File: config.mk
export PLATFORM = sky130hd
export DESIGN_NAME = mem_clk_gen
export DESIGN_NICKNAME = d
export VERILOG_FILES = /design/src/rtl/mcg_pkg.sv /design/src/rtl/mcg_sat.sv /design/src/rtl/mcg_phase.sv /design/src/rtl/mcg_latency.sv /design/src/rtl/mem_clk_gen.sv
export SDC_FILE = /design/constraint.sdc
export NUM_CORES = 1
export LEC_CHECK = 0
export CAP_MARGIN = 20
export CORE_MARGIN = 5
export CORE_UTILIZATION = 62
export CTS_CLUSTER_DIAMETER = 200
export DETAILED_ROUTE_END_ITERATION = 10
export DONT_BUFFER_PORTS = 1
export GPL_ROUTABILITY_DRIVEN = 0
export PLACE_DENSITY = 0.78
export SYNTH_ARGS = -nofsm -noshare
export SYNTH_HDL_FRONTEND = slang
export SYNTH_SLANG_ARGS = --single-unit
File: constraint.sdc
create_clock -name clk -period 5.3 [get_ports clk]
set_input_delay 1.06 -clock clk [delete_from_list [all_inputs] [get_ports clk]]
set_output_delay 1.06 -clock clk [all_outputs]
set_load 0.03 [all_outputs]
File: src/rtl/mcg_pkg.sv
package mcg_pkg;

   typedef enum logic [1:0] {
      LAT_IDLE  = 2'd0,
      LAT_COUNT = 2'd1,
      LAT_DONE  = 2'd2
   } lat_state_e;

   function automatic int unsigned sat_range(input int unsigned v,
                                             input int unsigned lo,
                                             input int unsigned hi);
      if (v < lo)      return lo;
      else if (v > hi) return hi;
      else             return v;
   endfunction

endpackage

File: src/rtl/mcg_sat.sv
module mcg_sat #(
   parameter int W  = 5,
   parameter int LO = 2,
   parameter int HI = 16
) (
   input  logic [W-1:0] val_in,
   output logic [W-1:0] val_out
);
   if (LO > HI || HI >= (1 << W)) begin : g_bad_range
      $error("mcg_sat: range does not fit width");
   end

   always_comb begin
      val_out = W'(mcg_pkg::sat_range(int'(val_in), LO, HI));
   end
endmodule

File: src/rtl/mcg_phase.sv
module mcg_phase #(
   parameter int DW      = 5,
   parameter int RST_DIV = 2
) (
   input  logic          clk,
   input  logic          rst_n,
   input  logic          want,
   input  logic [DW-1:0] div_in,
   output logic          mem_clk,
   output logic          rise_stb,
   output logic          fall_stb,
   output logic          rise_nx
);
   logic          run_q, run_d;
   logic [DW-1:0] cnt_q, cnt_d;
   logic [DW-1:0] div_q, div_d;
   logic [DW-1:0] low_d;
   logic          clk_d;

   always_comb begin
      run_d = run_q;
      cnt_d = cnt_q;
      div_d = div_q;
      if (!run_q) begin
         if (want) begin
            run_d = 1'b1;
            cnt_d = '0;
            div_d = div_in;
         end
      end else if (cnt_q == div_q - 1'b1) begin
         cnt_d = '0;
         div_d = div_in;
         run_d = want;
      end else begin
         cnt_d = cnt_q + 1'b1;
      end
      low_d   = div_d - (div_d >> 1);
      clk_d   = run_d && (cnt_d >= low_d);
      rise_nx = clk_d && !mem_clk;
   end

   always_ff @(posedge clk or negedge rst_n) begin
      if (!rst_n) begin
         run_q    <= 1'b0;
         cnt_q    <= '0;
         div_q    <= DW'(RST_DIV);
         mem_clk  <= 1'b0;
         rise_stb <= 1'b0;
         fall_stb <= 1'b0;
      end else begin
         run_q    <= run_d;
         cnt_q    <= cnt_d;
         div_q    <= div_d;
         mem_clk  <= clk_d;
         rise_stb <= clk_d && !mem_clk;
         fall_stb <= !clk_d && mem_clk;
      end
   end
endmodule

File: src/rtl/mcg_latency.sv
module mcg_latency #(
   parameter int LW = 5
) (
   input  logic          clk,
   input  logic          rst_n,
   input  logic          sync_req,
   input  logic          rise_nx,
   input  logic [LW-1:0] lat_in,
   output logic          first_data
);
   import mcg_pkg::*;

   lat_state_e    st_q;
   logic [LW-1:0] cnt_q;
   logic [LW-1:0] tgt_q;

   always_ff @(posedge clk or negedge rst_n) begin
      if (!rst_n) begin
         st_q       <= LAT_IDLE;
         cnt_q      <= '0;
         tgt_q      <= '0;
         first_data <= 1'b0;
      end else begin
         first_data <= 1'b0;
         unique case (st_q)
            LAT_IDLE: begin
               if (sync_req && rise_nx) begin
                  st_q  <= LAT_COUNT;
                  cnt_q <= '0;
                  tgt_q <= lat_in;
               end
            end
            LAT_COUNT: begin
               if (!sync_req) begin
                  st_q <= LAT_IDLE;
               end else if (rise_nx) begin
                  if (cnt_q + 1'b1 == tgt_q) begin
                     first_data <= 1'b1;
                     st_q       <= LAT_DONE;
                  end else begin
                     cnt_q <= cnt_q + 1'b1;
                  end
               end
            end
            default: begin
               if (!sync_req) st_q <= LAT_IDLE;
            end
         endcase
      end
   end
endmodule

File: src/rtl/mem_clk_gen.sv
module mem_clk_gen #(
   parameter int MIN_DIV    = 2,
   parameter int MAX_DIV    = 16,
   parameter int MIN_LAT    = 2,
   parameter int MAX_LAT    = 17,
   parameter bit ALLOW_CONT = 1'b1,
   parameter int DIV_W      = $clog2(MAX_DIV + 1),
   parameter int LAT_W      = $clog2(MAX_LAT + 1)
) (
   input  logic             clk,
   input  logic             rst_n,
   input  logic [DIV_W-1:0] div_ratio,
   input  logic [LAT_W-1:0] latency,
   input  logic             cont_en,
   input  logic             bank_sync,
   input  logic             sync_req,
   output logic             mem_clk,
   output logic             rise_stb,
   output logic             fall_stb,
   output logic             first_data
);
   if (MIN_DIV < 2) begin : g_bad_div
      $error("mem_clk_gen: divide ratio below 2 cannot form two phases");
   end
   if (MIN_LAT < 1) begin : g_bad_lat
      $error("mem_clk_gen: latency must be at least one cycle");
   end

   logic [DIV_W-1:0] div_sat;
   logic [LAT_W-1:0] lat_sat;
   logic             want;
   logic             rise_nx;

   mcg_sat #(.W(DIV_W), .LO(MIN_DIV), .HI(MAX_DIV)) u_div_sat (
      .val_in  (div_ratio),
      .val_out (div_sat)
   );

   mcg_sat #(.W(LAT_W), .LO(MIN_LAT), .HI(MAX_LAT)) u_lat_sat (
      .val_in  (latency),
      .val_out (lat_sat)
   );

   if (ALLOW_CONT) begin : g_cont
      assign want = sync_req || (cont_en && bank_sync);
   end else begin : g_gated
      logic unused_cfg;
      assign unused_cfg = cont_en ^ bank_sync;
      assign want       = sync_req;
   end

   mcg_phase #(.DW(DIV_W), .RST_DIV(MIN_DIV)) u_phase (
      .clk      (clk),
      .rst_n    (rst_n),
      .want     (want),
      .div_in   (div_sat),
      .mem_clk  (mem_clk),
      .rise_stb (rise_stb),
      .fall_stb (fall_stb),
      .rise_nx  (rise_nx)
   );

   mcg_latency #(.LW(LAT_W)) u_latency (
      .clk        (clk),
      .rst_n      (rst_n),
      .sync_req   (sync_req),
      .rise_nx    (rise_nx),
      .lat_in     (lat_sat),
      .first_data (first_data)
   );
endmodule

## After elaboration in Yosys (flattened, before gate mapping)

Index checks and enable logic that the tools add are counted.
W data, S select, Z words.

- Bits in registers: 27
- Bits in latches: 0
- Bits in writable memories: 0
- Bits in read-only memories: 0
- Input bits: 15
- Memories kept: 0

- $add $sub $neg: 4
- $mul: 0
- Divide/modulo/power cells: 0
- Order comparisons: 5
- Eq/ne operators: 10
- Shift operators: 0
- Mux-type cells: 28
- Bitwise gates (word level): 0
- Reductions and logical operators: 13

Operators by type and width:

| kind | count |
|---|---|
| $mux W5 | 14 |
| $add A5 B1 Y5 const B | 2 |
| $eq A5 B5 Y1 | 2 |
| $gt A5 B5 Y1 const B | 2 |
| $lt A5 B2 Y1 const B | 2 |
| $mux W2 | 5 |
| $pmux W5 S2 | 1 |
| $mux W1 | 7 |
| $ne A3 B2 Y1 const B | 2 |
| $ge A5 B5 Y1 | 1 |
| $logic_and A1 B1 Y1 | 5 |
| $reduce_and A5 Y1 | 1 |
| $sub A5 B1 Y5 const B | 1 |
| $sub A5 B4 Y5 | 1 |
| $ne A2 B1 Y1 const B | 2 |
| $ne A2 B2 Y1 const B | 2 |
| $pmux W2 S2 | 1 |
| $reduce_and A4 Y1 | 1 |
| $ne A3 B1 Y1 const B | 1 |
| $eq A2 B1 Y1 const B | 1 |
| $logic_not A1 Y1 | 2 |
| $logic_not A2 Y1 | 1 |
| $reduce_and A2 Y1 | 1 |
| $reduce_bool A2 Y1 | 1 |
| $logic_or A1 B1 Y1 | 1 |

## Longest topological paths before layout

Gate-level depths: netlist of run 1.

- Depth after elaboration: 12
- Mapped depth: 20
- Gate-level depth less buffers: 20

## Cells and area by module

A second synthesis of run 1 with hierarchy kept.

- Cell total of the unflattened synthesis: 200
- Area, all modules: 1930.6 µm²

By module, submodules not included:

| module | times used | cells each | area each (µm²) | sequential area each (µm²) |
|---|---|---|---|---|
| mcg_phase | 1 | 109 | 1039.7 | 351.6 |
| mcg_latency | 1 | 75 | 784.5 | 325.3 |
| mcg_sat at u_div_sat | 1 | 7 | 52.6 | 0.0 |
| mcg_sat at u_lat_sat | 1 | 8 | 46.3 | 0.0 |
| mem_clk_gen | 1 | 1 | 7.5 | 0.0 |

## Worst setup path after synthesis of run 1

Ideal clock, no wire load.

- Kind: input to register
- Start: input cont_en
- End: register u_latency.tgt_q[0]
- Library setup time: 0.125 ns
- Arrival time: 4.522 ns
- Slack: 0.653 ns
- Stages on the path: 16
- Path buffers: 0
- Cell sequence: a21oi_1 -> nor2b_1 -> a21oi_4 -> o21ai_0 -> ha_1 -> inv_1 -> fa_1 -> a21o_1 -> a21oi_1 -> xor2_1 -> ha_1 -> nor2_1 -> nor2_1 -> nand4b_1 -> nand2b_1 -> mux2_2

- Word-level cells in the longest chain between the ends: 10
- Elaborated cells on any way between the ends: 15
- Classes of those cells: add/sub: 1; order compare: 1; mux: 7; reduce/logical: 6

Ends and longest elaborated chain:

| what | RTL line | text |
|---|---|---|
| from (decl) | mem_clk_gen.sv:14 | `input logic cont_en,` |
| $logic_and A1 B1 Y1 | mem_clk_gen.sv:45 | `assign want = sync_req \|\| (cont_en && bank_sync);` |
| $logic_or A1 B1 Y1 | mem_clk_gen.sv:45 |  |
| $mux W5 | mcg_phase.sv:25 | `if (want) begin` |
| $mux W5 | mcg_phase.sv:24 | `if (!run_q) begin` |
| net u_phase.div_d[1] | mcg_phase.sv:16 | `logic [DW-1:0] div_q, div_d;` |
| $sub A5 B4 Y5 | mcg_phase.sv:37 | `low_d = div_d - (div_d >> 1);` |
| $ge A5 B5 Y1 | mcg_phase.sv:38 | `clk_d = run_d && (cnt_d >= low_d);` |
| $logic_and A1 B1 Y1 | mcg_phase.sv:38 |  |
| $logic_and A1 B1 Y1 | mcg_phase.sv:39 | `rise_nx = clk_d && !mem_clk;` |
| $logic_and A1 B1 Y1 | mcg_latency.sv:27 | `if (sync_req && rise_nx) begin` |
| $reduce_and A2 Y1 (no source line) | - |  |
| to (signal assigned) | mcg_latency.sv:30 | `tgt_q <= lat_in;` |
| to (decl) | mcg_latency.sv:15 | `logic [LW-1:0] tgt_q;` |

The timed path passes the listed nets, and every way through them passes these cells.
A chain may end at the register's enable or synchronous reset.

## Worst setup path in the final report of run 1

- Start: register u_phase.div_q[1]
- End: register u_latency.tgt_q[3]

- Word-level cells in the longest chain between the ends: 10
- Elaborated cells on any way between the ends: 15
- Classes of those cells: add/sub: 2; order compare: 1; eq/ne: 1; mux: 7; reduce/logical: 4

Ends and longest elaborated chain:

| what | RTL line | text |
|---|---|---|
| from (decl) | mcg_phase.sv:16 |  |
| from (signal assigned) | mcg_phase.sv:46 | `div_q <= DW'(RST_DIV);` |
| from (signal assigned) | mcg_phase.sv:53 | `div_q <= div_d;` |
| $sub A5 B1 Y5 | mcg_phase.sv:30 | `end else if (cnt_q == div_q - 1'b1) begin` |
| $eq A5 B5 Y1 | mcg_phase.sv:30 |  |
| $mux W5 | mcg_phase.sv:30 |  |
| $mux W5 | mcg_phase.sv:24 |  |
| $sub A5 B4 Y5 | mcg_phase.sv:37 |  |
| $ge A5 B5 Y1 | mcg_phase.sv:38 |  |
| $logic_and A1 B1 Y1 (*) | mcg_phase.sv:38 |  |
| $logic_and A1 B1 Y1 (*) | mcg_phase.sv:39 |  |
| $logic_and A1 B1 Y1 (*) | mcg_latency.sv:27 |  |
| $reduce_and A2 Y1 (no source line) (*) | - |  |

Every way passes the cells marked *; elsewhere a longest branch is shown, timed or not.

==> flow_metrics.env, run 1 <==
export IMPL_status="finished clean"
export IMPL_fmax_ghz=0.218
export IMPL_hpwl_mm=2.57
export IMPL_cts_hold_buf=0
export IMPL_ys_warn_count=0
export IMPL_cp_end_kind="register"
export IMPL_grt_pass1_wl_mm=5.89
export IMPL_gr_total_overflow=0
export IMPL_fin_crit_ns=4.58
export IMPL_wl_mm=3.15
export IMPL_ys_ff_latch=27
export IMPL_hold_viol=0
export IMPL_htreeDepth=1
export IMPL_cts_root_buf="clkbuf_4"
export IMPL_fin_setup_tns_ns=0
export IMPL_grt_usage_pct=18.3
export IMPL_start_kind="register"
export IMPL_cts_resized_gates=0
export IMPL_worst_path_stages=17
export IMPL_cts_buffers=3
export IMPL_clkLatencyLatePin_ns=0.33
export IMPL_yosysSeqAreaShare_pct=39.2
export IMPL_die_x_um=62.8
export IMPL_dr_total_vias=1278
export IMPL_crit_slowest_cell="dfstp_2"
export IMPL_fin_ws_ns=0.721
export IMPL_drt_wirelength_per_cell_um=15.1
export IMPL_syn_area_um2=1730
export IMPL_r2r_slack_ns=0.72
export IMPL_post_cts_setup_buffers=0
export IMPL_endpoint="u_latency.tgt_q[3]"
export IMPL_cp_data_arrival_time_ns=4.81
export IMPL_final_instance_count_excl_fill=209
export IMPL_ioPinCount=19
export IMPL_worstSetupPathType="reg2reg"
export IMPL_syn_to_final_growth_pct=3.77
export IMPL_synth_edf_count=0
export IMPL_max_slew_margin_pct=63.0
export IMPL_initial_core_util_pct=63.8
export IMPL_crit_required_ns=5.53
export IMPL_dpl_cell_count=205
export IMPL_setup_viol=0
export IMPL_max_cap_violations=0
export IMPL_period_share_pct=86.4
export IMPL_initialDrtViolationCount=69
export IMPL_startpoint="u_phase.div_q[1]"
export IMPL_syn_nets=202
export IMPL_crit_path_frequent_cell="ha_1"
export IMPL_clock_path_buffers=2
export IMPL_die_height_um=62.8
export IMPL_hp_class="in2async"
export IMPL_grt_pass1_vias=1328
export IMPL_avgSynthCellArea_um2=9.93
export IMPL_max_slew_worst_pin_slew_ns=0.554
export IMPL_skew_ns=0.00189
export IMPL_firstDrtPassIters=4
export IMPL_num_nets_final=207
export IMPL_place_ws_ns=0.505
export IMPL_viasPerCell=6.11
export IMPL_grt_max_degree=28
export IMPL_critical_path_top_delay_family="compound AO/OA/AOI/OAI gates"
export IMPL_die_area_um2=3940
export IMPL_rows=19
export IMPL_cts_sinks=27
export IMPL_critical_path_buf_inv_count=1
export IMPL_worstPathMaxFanout=10
export IMPL_worst_hold_slack_ns=0.397
export IMPL_synthFlopType="dfrtp_1"
export IMPL_worstReg2RegEnd="u_latency.tgt_q[3]"
export IMPL_drtAntennaViolNets=0
export IMPL_grt_setup_unrepaired="false"
export IMPL_antenna_found_initial=0
export IMPL_port_buffers=0
export IMPL_diodes=0
export IMPL_r2r_cells=17
export IMPL_synth_async_reset_ratio_pct=100
export IMPL_coreArea_um2=2710
export IMPL_crit_chain="inv_1 -> ha_1 -> o21ba_1 -> a22oi_2 -> o2111ai_2 -> a21oi_4 -> mux2i_1 -> ha_1 -> a21o_1 -> a21oi_1 -> xor2_1 -> ha_1 -> o21ai_0 -> o21ai_0 -> nand4b_1 -> nand2b_1 -> mux2_2"
export IMPL_layout_drive_gt1_share_pct=11.2
export IMPL_worst_path_largest_cell_delay_ns=0.56
export IMPL_timing_max_transition_violations_final=0
export IMPL_synthCells=174
export IMPL_clk_pin_slew_ns=0.15
export IMPL_yosysUniqueCellTypes=43
export IMPL_r2r_start="u_phase.div_q[1]"
export IMPL_cts_tree="done"
export IMPL_route_detailed_drc=0
==> logic make-up after synthesis <==
group | synth area share, %
AO/OA/AOI/OAI | 18.8
XOR/XNOR | 7.60
adder cells (fa/ha/maj) | 10.4
buffers and inverters | 3.04
flip-flops | 39.2
multiplexers | 5.29
AND/OR/NAND/NOR | 15.6
==> layer usage <==
layer	wire [um]	GRT usage [%]
met1	1500	26.2
met2	1440	28.0
met3	148	3.06
met4	53	6.10
met5	0	0
==> per-stage QoR <==
stage               instance area (um2)  util (%)
finish                             1790      66.2
global route                       1790      66.2
CTS                                1790      66.2
detailed placement                 1760      65.1
global placement                   1760      65.1
floorplan                          1730         -
==> registers in the layout, indices dropped and copies added (netlist names) <==
register and cells:
u_latency.tgt_q 5, u_phase.mem_clk 1, u_latency.first_data 1, u_phase.div_q 5, u_phase.rise_stb 1, u_phase.fall_stb 1, u_latency.st_q 2, u_phase.run_q 1
u_phase.cnt_q 5, u_latency.cnt_q 5
==> cell usage in the layout (no fill, tap or decap), types with 2 or more instances in the layout <==
| master | instances |
|---|---|
| clkbuf_4 | 3 |
| inv_1 | 11 |
| ha_1 | 12 |
| o21ai_0 | 9 |
| mux2_2 | 6 |
| nand3_1 | 5 |
| a21oi_1 | 9 |
| nor3_1 | 2 |
| nand2b_1 | 5 |
| or2_2 | 3 |
| o21a_1 | 3 |
| a21o_1 | 3 |
| nor3b_1 | 2 |
| o21bai_1 | 2 |
| dfrtp_1 | 26 |
| xor2_1 | 7 |
| o31ai_1 | 5 |
| nor2b_1 | 8 |
| nand2_1 | 10 |
| a31oi_1 | 2 |
| xnor2_1 | 8 |
| nor2_1 | 14 |
==> final cells by class <==
type	count	area [um2]
inverter	11	41.3
sequential	27	677
clock inverter	1	7.51
multi-input combinational	135	998
fill	216	917
clock buffer	3	22.5
tap	31	38.8
timing repair buffer	1	7.51
==> synthesized netlist by cell type, types with 2 or more instances <==
cell / number / area [um2]
nand2b_1: 5 / 31.3
nor2b_1: 8 / 50.1
nor3_1: 2 / 10.0
a21o_1: 3 / 22.5
xnor2_1: 8 / 70.1
ha_1: 12 / 150
o21ai_0: 9 / 45.0
or2_2: 3 / 18.8
xor2_1: 7 / 61.3
nand3_1: 5 / 25.0
a21oi_1: 9 / 45.0
nor2_1: 14 / 52.6
o21a_1: 3 / 22.5
a31oi_1: 2 / 12.5
nor3b_1: 2 / 15.0
o31ai_1: 5 / 37.5
nand2_1: 10 / 37.5
o21bai_1: 2 / 15.0
inv_1: 11 / 41.3
dfrtp_1: 26 / 651
mux2_2: 6 / 67.6
==> how the worst min path moves through the flow <==
| stage | endpoint | from |
|---|---|---|
| after floorplan | u_latency.st_q[1] | u_latency.st_q[1] |
| after global placement | u_latency.tgt_q[4] | u_latency.tgt_q[4] |
| after detailed placement | u_latency.st_q[1] | u_latency.st_q[1] |
| after CTS | u_phase.div_q[4] | rst_n |
| after global routing | u_latency.cnt_q[2] | rst_n |
| final | u_phase.div_q[4] | rst_n |
Power of run 1 is left out: the tool's default activity adds up to more than one toggle a clock period on the data nets, which glitch-free logic cannot reach.
==> run 2: changes to the inputs <==
--- a/config.mk
+++ b/config.mk
@@ -14,3 +14,4 @@
 export GPL_ROUTABILITY_DRIVEN = 0
-export PLACE_DENSITY = 0.78
+export PLACE_DENSITY_LB_ADDON = 0.25
+export SLEW_MARGIN = 10
 export SYNTH_ARGS = -nofsm -noshare
--- a/constraint.sdc
+++ b/constraint.sdc
@@ -3,2 +3,2 @@
 set_output_delay 1.06 -clock clk [all_outputs]
-set_load 0.03 [all_outputs]
+set_load 0.1 [all_outputs]
==> run 2 against run 1 <==
Against the previous run:
- hold slack lost 0.0027 ns
- non-clock buffer count did not move
- routed wire length is 5.6% higher
- sequential share of layout area is the same
- core utilization is the same
- die area stayed put
- clock-buffer cell count unchanged
- global-route usage is 0.54 points higher
- first-iteration DRC count down 19%
- design area is the same
- maximum frequency decreased by 6.2%
==> flow_metrics.env, run 2 (synthesis gave the netlist of run 1 again) <==
export IMPL_fin_ws_ns=0.419
export IMPL_htreeDepth=1
export IMPL_num_nets_final=207
export IMPL_clkLatencyLatePin_ns=0.33
export IMPL_setup_viol=0
export IMPL_die_x_um=62.8
export IMPL_viasPerCell=5.99
export IMPL_worstPathMaxFanout=10
export IMPL_syn_to_final_growth_pct=3.77
export IMPL_worstReg2RegEnd="u_latency.tgt_q[4]"
export IMPL_die_area_um2=3940
export IMPL_hp_class="in2async"
export IMPL_design_area_um2=1790
export IMPL_placed_cell_area_um2=1760
export IMPL_grt_setup_unrepaired="false"
export IMPL_ioPinCount=19
export IMPL_hold_viol=0
export IMPL_crit_required_ns=5.53
export IMPL_use_met2_pct=28.1
export IMPL_gr_total_overflow=0
export IMPL_r2r_slack_ns=0.42
export IMPL_clk_pin_slew_ns=0.15
export IMPL_post_cts_setup_buffers=0
export IMPL_r2r_start="u_phase.div_q[1]"
export IMPL_timing_max_transition_violations_final=0
export IMPL_coreArea_um2=2710
export IMPL_cts_sinks=27
export IMPL_fin_crit_ns=4.88
export IMPL_max_slew_margin_pct=39.1
export IMPL_diodes=0
export IMPL_period_share_pct=92.1
export IMPL_drtAntennaViolNets=0
export IMPL_skew_ns=0.00317
export IMPL_cts_tree="done"
export IMPL_final_fill_count=211
export IMPL_max_slew_worst_pin_slew_ns=0.914
export IMPL_initial_core_util_pct=63.8
export IMPL_layout_drive_gt1_share_pct=11.2
export IMPL_fmax_ghz=0.205
export IMPL_grt_max_degree=28
export IMPL_busiest_layer="met1"
export IMPL_clock_path_buffers=2
export IMPL_multi_input_area_um2=998
export IMPL_ff_latch_area_um2=677
export IMPL_firstDrtPassIters=4
export IMPL_start_kind="register"
export IMPL_met3_usage_pct=2.88
export IMPL_fin_setup_tns_ns=0
export IMPL_die_height_um=62.8
export IMPL_place_ws_ns=0.283
export IMPL_cts_resized_gates=0
export IMPL_cts_root_buf="clkbuf_4"
export IMPL_grt_use_met1_pct=28.8
export IMPL_grt_pass1_vias=1298
export IMPL_cts_buffers=3
export IMPL_hpwl_mm=2.62
export IMPL_status="finished clean"
export IMPL_initialDrtViolationCount=56
export IMPL_cts_hold_buf=0
export IMPL_grt_usage_pct=18.8
export IMPL_route_detailed_drc=0
export IMPL_mostFrequentLayoutCell="dfrtp_1"
export IMPL_worstSetupPathType="reg2reg"
export IMPL_max_cap_violations=0
export IMPL_r2r_cells=19
export IMPL_rows=19
export IMPL_mostFrequentLayoutCells="26 x dfrtp_1, 14 x nor2_1, 12 x ha_1, 11 x inv_1, 10 x nand2_1"
export IMPL_antenna_found_initial=0
export IMPL_cp_end_kind="register"
export IMPL_wl_mm=3.32
export IMPL_dr_total_vias=1252
export IMPL_port_buffers=0
export IMPL_worst_hold_slack_ns=0.394
export IMPL_grt_pass1_wl_mm=6.11
export IMPL_drt_wirelength_per_cell_um=15.9
export IMPL_cp_data_arrival_time_ns=5.11
==> run 2: cell counts in the layout (fill, tap and decap cells not counted) <==
No cell type changed its count.
==> run 2: worst max-delay path by stage <==
stage / slack [ns] / to / start
after global placement: 0.48 / u_latency.tgt_q[2] / cont_en
after global routing: 0.02 / u_latency.tgt_q[0] / u_phase.div_q[1]
after CTS: 0.42 / u_latency.tgt_q[0] / u_phase.div_q[1]
after detailed placement: 0.28 / u_latency.tgt_q[4] / cont_en
after floorplan: 0.62 / u_latency.tgt_q[0] / cont_en
final: 0.42 / u_latency.tgt_q[4] / u_phase.div_q[1]
==> run 2: metal layers <==
| metal | share of wire, % | wire [um] |
|---|---|---|
| met3 | 4.2 | 138 |
| met4 | 0.81 | 27 |
| met2 | 46 | 1510 |
| met1 | 49 | 1640 |
| met5 | 0 | 0 |
==> run 2: cell type report <==
type | count | area share (%)
clock buffer | 3 | 1.26
clock inverter | 1 | 0.419
inverter | 11 | 2.30
multi-input combinational | 135 | 55.7
sequential | 27 | 37.8
tap | 31 | 2.16
timing repair buffer | 1 | 0.419
==> run 2: through the flow <==
| step | std cells | utilization (%) |
|---|---|---|
| after floorplan | 174 | - |
| after global placement | 205 | 65.1 |
| after detailed placement | 205 | 65.1 |
| after CTS | 209 | 66.2 |
| after global routing | 209 | 66.2 |
| final | 209 | 66.2 |
==> run 2: critical path: stages (launching register included) <==
cell	delay, ns
dfstp_2	0.57
inv_1	0.05
ha_1	0.23
xnor2_1	0.19
a22oi_2	0.07
o2111ai_2	0.35
a21oi_4	0.16
o21ai_0	0.52
ha_1	0.25
inv_1	0.06
fa_1	0.40
a21o_1	0.17
a21oi_1	0.17
xor2_1	0.19
ha_1	0.26
nor2_1	0.11
nor2_1	0.06
nand4b_1	0.32
nand2b_1	0.29
mux2_2	0.37
Power of run 2 is left out for the same reason.
==> run 3: changes to the inputs <==
Settings changed: ABC_CLOCK_PERIOD_IN_PS from default to 5300, CORE_UTILIZATION 62 to 63, SYNTH_HIERARCHICAL from default to 1.
==> run 3 against run 2 <==
Against the previous run:
- clock skew increased by 0.0097 ns
- first-iteration DRC count increased by 55%
- die area increased by 8.3%
- flip-flop and latch count unchanged
- setup slack got worse by 0.24 ns
- clock-buffer cell count unchanged
- maximum frequency decreased by 4.6%
- synthesized area increased by 12%
- hold slack improved by 0.0019 ns
- core utilization increased by 2.5 points
- sequential share of layout area decreased by 4.9 points
- critical path type unchanged
==> flow_metrics.env, run 3 <==
export IMPL_setup_viol=0
export IMPL_htreeDepth=1
export IMPL_avgSynthCellArea_um2=9.65
export IMPL_ys_ff_latch=27
export IMPL_yosys_top_cells_count="26 x dfrtp_1, 14 x inv_1, 14 x nand2_1, 13 x nor2_1"
export IMPL_clock_path_buffers=2
export IMPL_mostFrequentLayoutCells="26 x dfrtp_1, 14 x inv_1, 13 x nand2_1, 12 x nor2_1, 11 x ha_1"
export IMPL_max_slew_margin_pct=37.3
export IMPL_hpwl_mm=2.93
export IMPL_cts_buffers=3
export IMPL_port_buffers=0
export IMPL_die_area_um2=4270
export IMPL_grt_max_degree=28
export IMPL_drt_wirelength_per_cell_um=16.2
export IMPL_layout_drive_gt1_share_pct=22.0
export IMPL_cp_end_kind="register"
export IMPL_fin_crit_ns=5.12
export IMPL_syn_area_um2=1930
export IMPL_worstSetupPathType="reg2reg"
export IMPL_cp_data_arrival_time_ns=5.38
export IMPL_drtAntennaViolNets=0
export IMPL_cts_root_buf="clkbuf_4"
export IMPL_firstDrtPassIters=5
export IMPL_synthFlopType="dfrtp_1"
export IMPL_initialDrtViolationCount=87
export IMPL_status="finished clean"
export IMPL_worstPathMaxFanout=8
export IMPL_worst_hold_slack_ns=0.396
export IMPL_num_nets_final=233
export IMPL_initial_core_util_pct=64.3
export IMPL_dr_total_vias=1500
export IMPL_hp_class="in2async"
export IMPL_coreArea_um2=3000
export IMPL_placed_cell_area_um2=1970
export IMPL_clkLatencyLatePin_ns=0.33
export IMPL_cts_sinks=27
export IMPL_antenna_found_initial=0
export IMPL_clk_pin_slew_ns=0.15
export IMPL_synth_edf_count=0
export IMPL_synth_largest_area_cell="dfrtp_1"
export IMPL_synth_top_area_share_pct=33.7
export IMPL_syn_to_final_growth_pct=6.87
export IMPL_timing_max_transition_violations_final=0
export IMPL_ys_warn_count=6
export IMPL_max_cap_violations=0
export IMPL_period_share_pct=96.5
export IMPL_synthCells=200
export IMPL_cts_tree="done"
export IMPL_final_fill_count=243
export IMPL_grt_pass1_wl_mm=6.24
export IMPL_yosysSeqAreaShare_pct=35.1
export IMPL_skew_ns=0.0129
export IMPL_die_x_um=65.4
export IMPL_start_kind="register"
export IMPL_synthTopCellsByArea="dfrtp_1 34%, ha_1 7.8%, mux2_2 5.2%"
export IMPL_grt_pass1_vias=1421
export IMPL_max_slew_worst_pin_slew_ns=0.941
export IMPL_rows=20
export IMPL_gr_total_overflow=0
export IMPL_grt_usage_pct=18.6
export IMPL_yosysUniqueCellTypes=50
export IMPL_ff_latch_area_um2=677
export IMPL_yosysMostFrequentCell="dfrtp_1"
export IMPL_syn_nets=227
export IMPL_design_area_um2=2060
export IMPL_route_detailed_drc=0
export IMPL_hold_viol=0
export IMPL_fmax_ghz=0.195
export IMPL_ioPinCount=19
export IMPL_wl_mm=3.86
export IMPL_viasPerCell=6.30
export IMPL_diodes=0
export IMPL_crit_required_ns=5.57
export IMPL_die_height_um=65.4
export IMPL_mostFrequentLayoutCell="dfrtp_1"
export IMPL_synth_async_reset_ratio_pct=100
export IMPL_multi_input_area_um2=1220
-- run 3: repair_timing --
item,CTS,global route
gates resized for setup,2,12
hold buffers,0,0
pin swaps,0,1
setup endpoints to repair,1,10
cloned,0,0
setup buffers,0,3
-- run 3: cell type report --
cell class | count | share of cell area [%]
inverters | 14 | 2.55
flip-flops and latches | 27 | 32.8
clock inverters | 1 | 0.243
clock buffers | 3 | 1.09
repair buffers | 6 | 2.37
multi-input cells | 154 | 58.9
well taps | 33 | 2.00
-- run 3: metal layers --
metal  vias to the layer above  share of wire [%]  track usage [%]
met5                         -                  0                0
met4                         0                2.5             6.22
met3                        14                3.6             3.08
met1                       728                 39             20.3
met2                        47                 55             35.7
li1                        711                  -                -
-- run 3: path summary, 6_finish.rpt --
check                                 start                 end  slack [ns]  cells after the start
max                        u_phase/div_q[1]  u_latency/cnt_q[4]        0.18                     25
min                                   rst_n    u_phase/div_q[2]        0.40                      0
max reg2reg                u_phase/div_q[1]  u_latency/cnt_q[4]        0.18                     25
min reg2reg                u_phase/div_q[1]    u_phase/div_q[1]        0.55                      2
max in group asynchronous             rst_n    u_phase/div_q[1]        4.72                      0
min in group clk           u_phase/div_q[1]    u_phase/div_q[1]        0.55                      2
-- run 3: stage by stage --
stage	worst slack [ns]	setup TNS, ns	utilization, %	instances
2_1_floorplan	0.0989	0	-	200
3_3_place_gp	0.237	0	65.5	231
3_5_place_dp	-0.00796	-0.00796	65.5	231
4_1_cts	0.0313	0	66.5	235
5_1_grt	-0.0193	-0.0235	68.7	238
6_report	0.184	0	68.7	238
-- run 3: worst max-delay path, stage by stage (launching register included) --
cell,delay [ns]
dfstp_2,0.58
inv_1,0.08
ha_1,0.21
nor3b_2,0.18
xnor2_1,0.16
and4_4,0.23
nor2_4,0.16
mux2i_2,0.28
ha_2,0.24
inv_1,0.06
ha_1,0.19
or4_4,0.54
and2_2,0.21
xnor2_1,0.12
ha_1,0.29
a21o_1,0.13
a21oi_2,0.05
nor2b_1,0.10
o21a_1,0.15
nor2b_2,0.17
nor2b_2,0.19
nand2_2,0.09
buf_6,0.14
nor4_1,0.28
o21ai_1,0.12
o211ai_2,0.09
-- run 3: kinds of logic after synthesis --
kind of cell               Yosys count  share of synthesized area, %
AOI/OAI and AO/OA                   41                          15.0
adders and majority gates           13                          8.30
and+or+nand+nor                     69                          21.6
xor gates and xnor gates            19                          9.01
buffers and inverters               19                          4.15
DFF                                 27                          35.1
muxes                               12                          6.81
Power of run 3 is left out for the same reason.
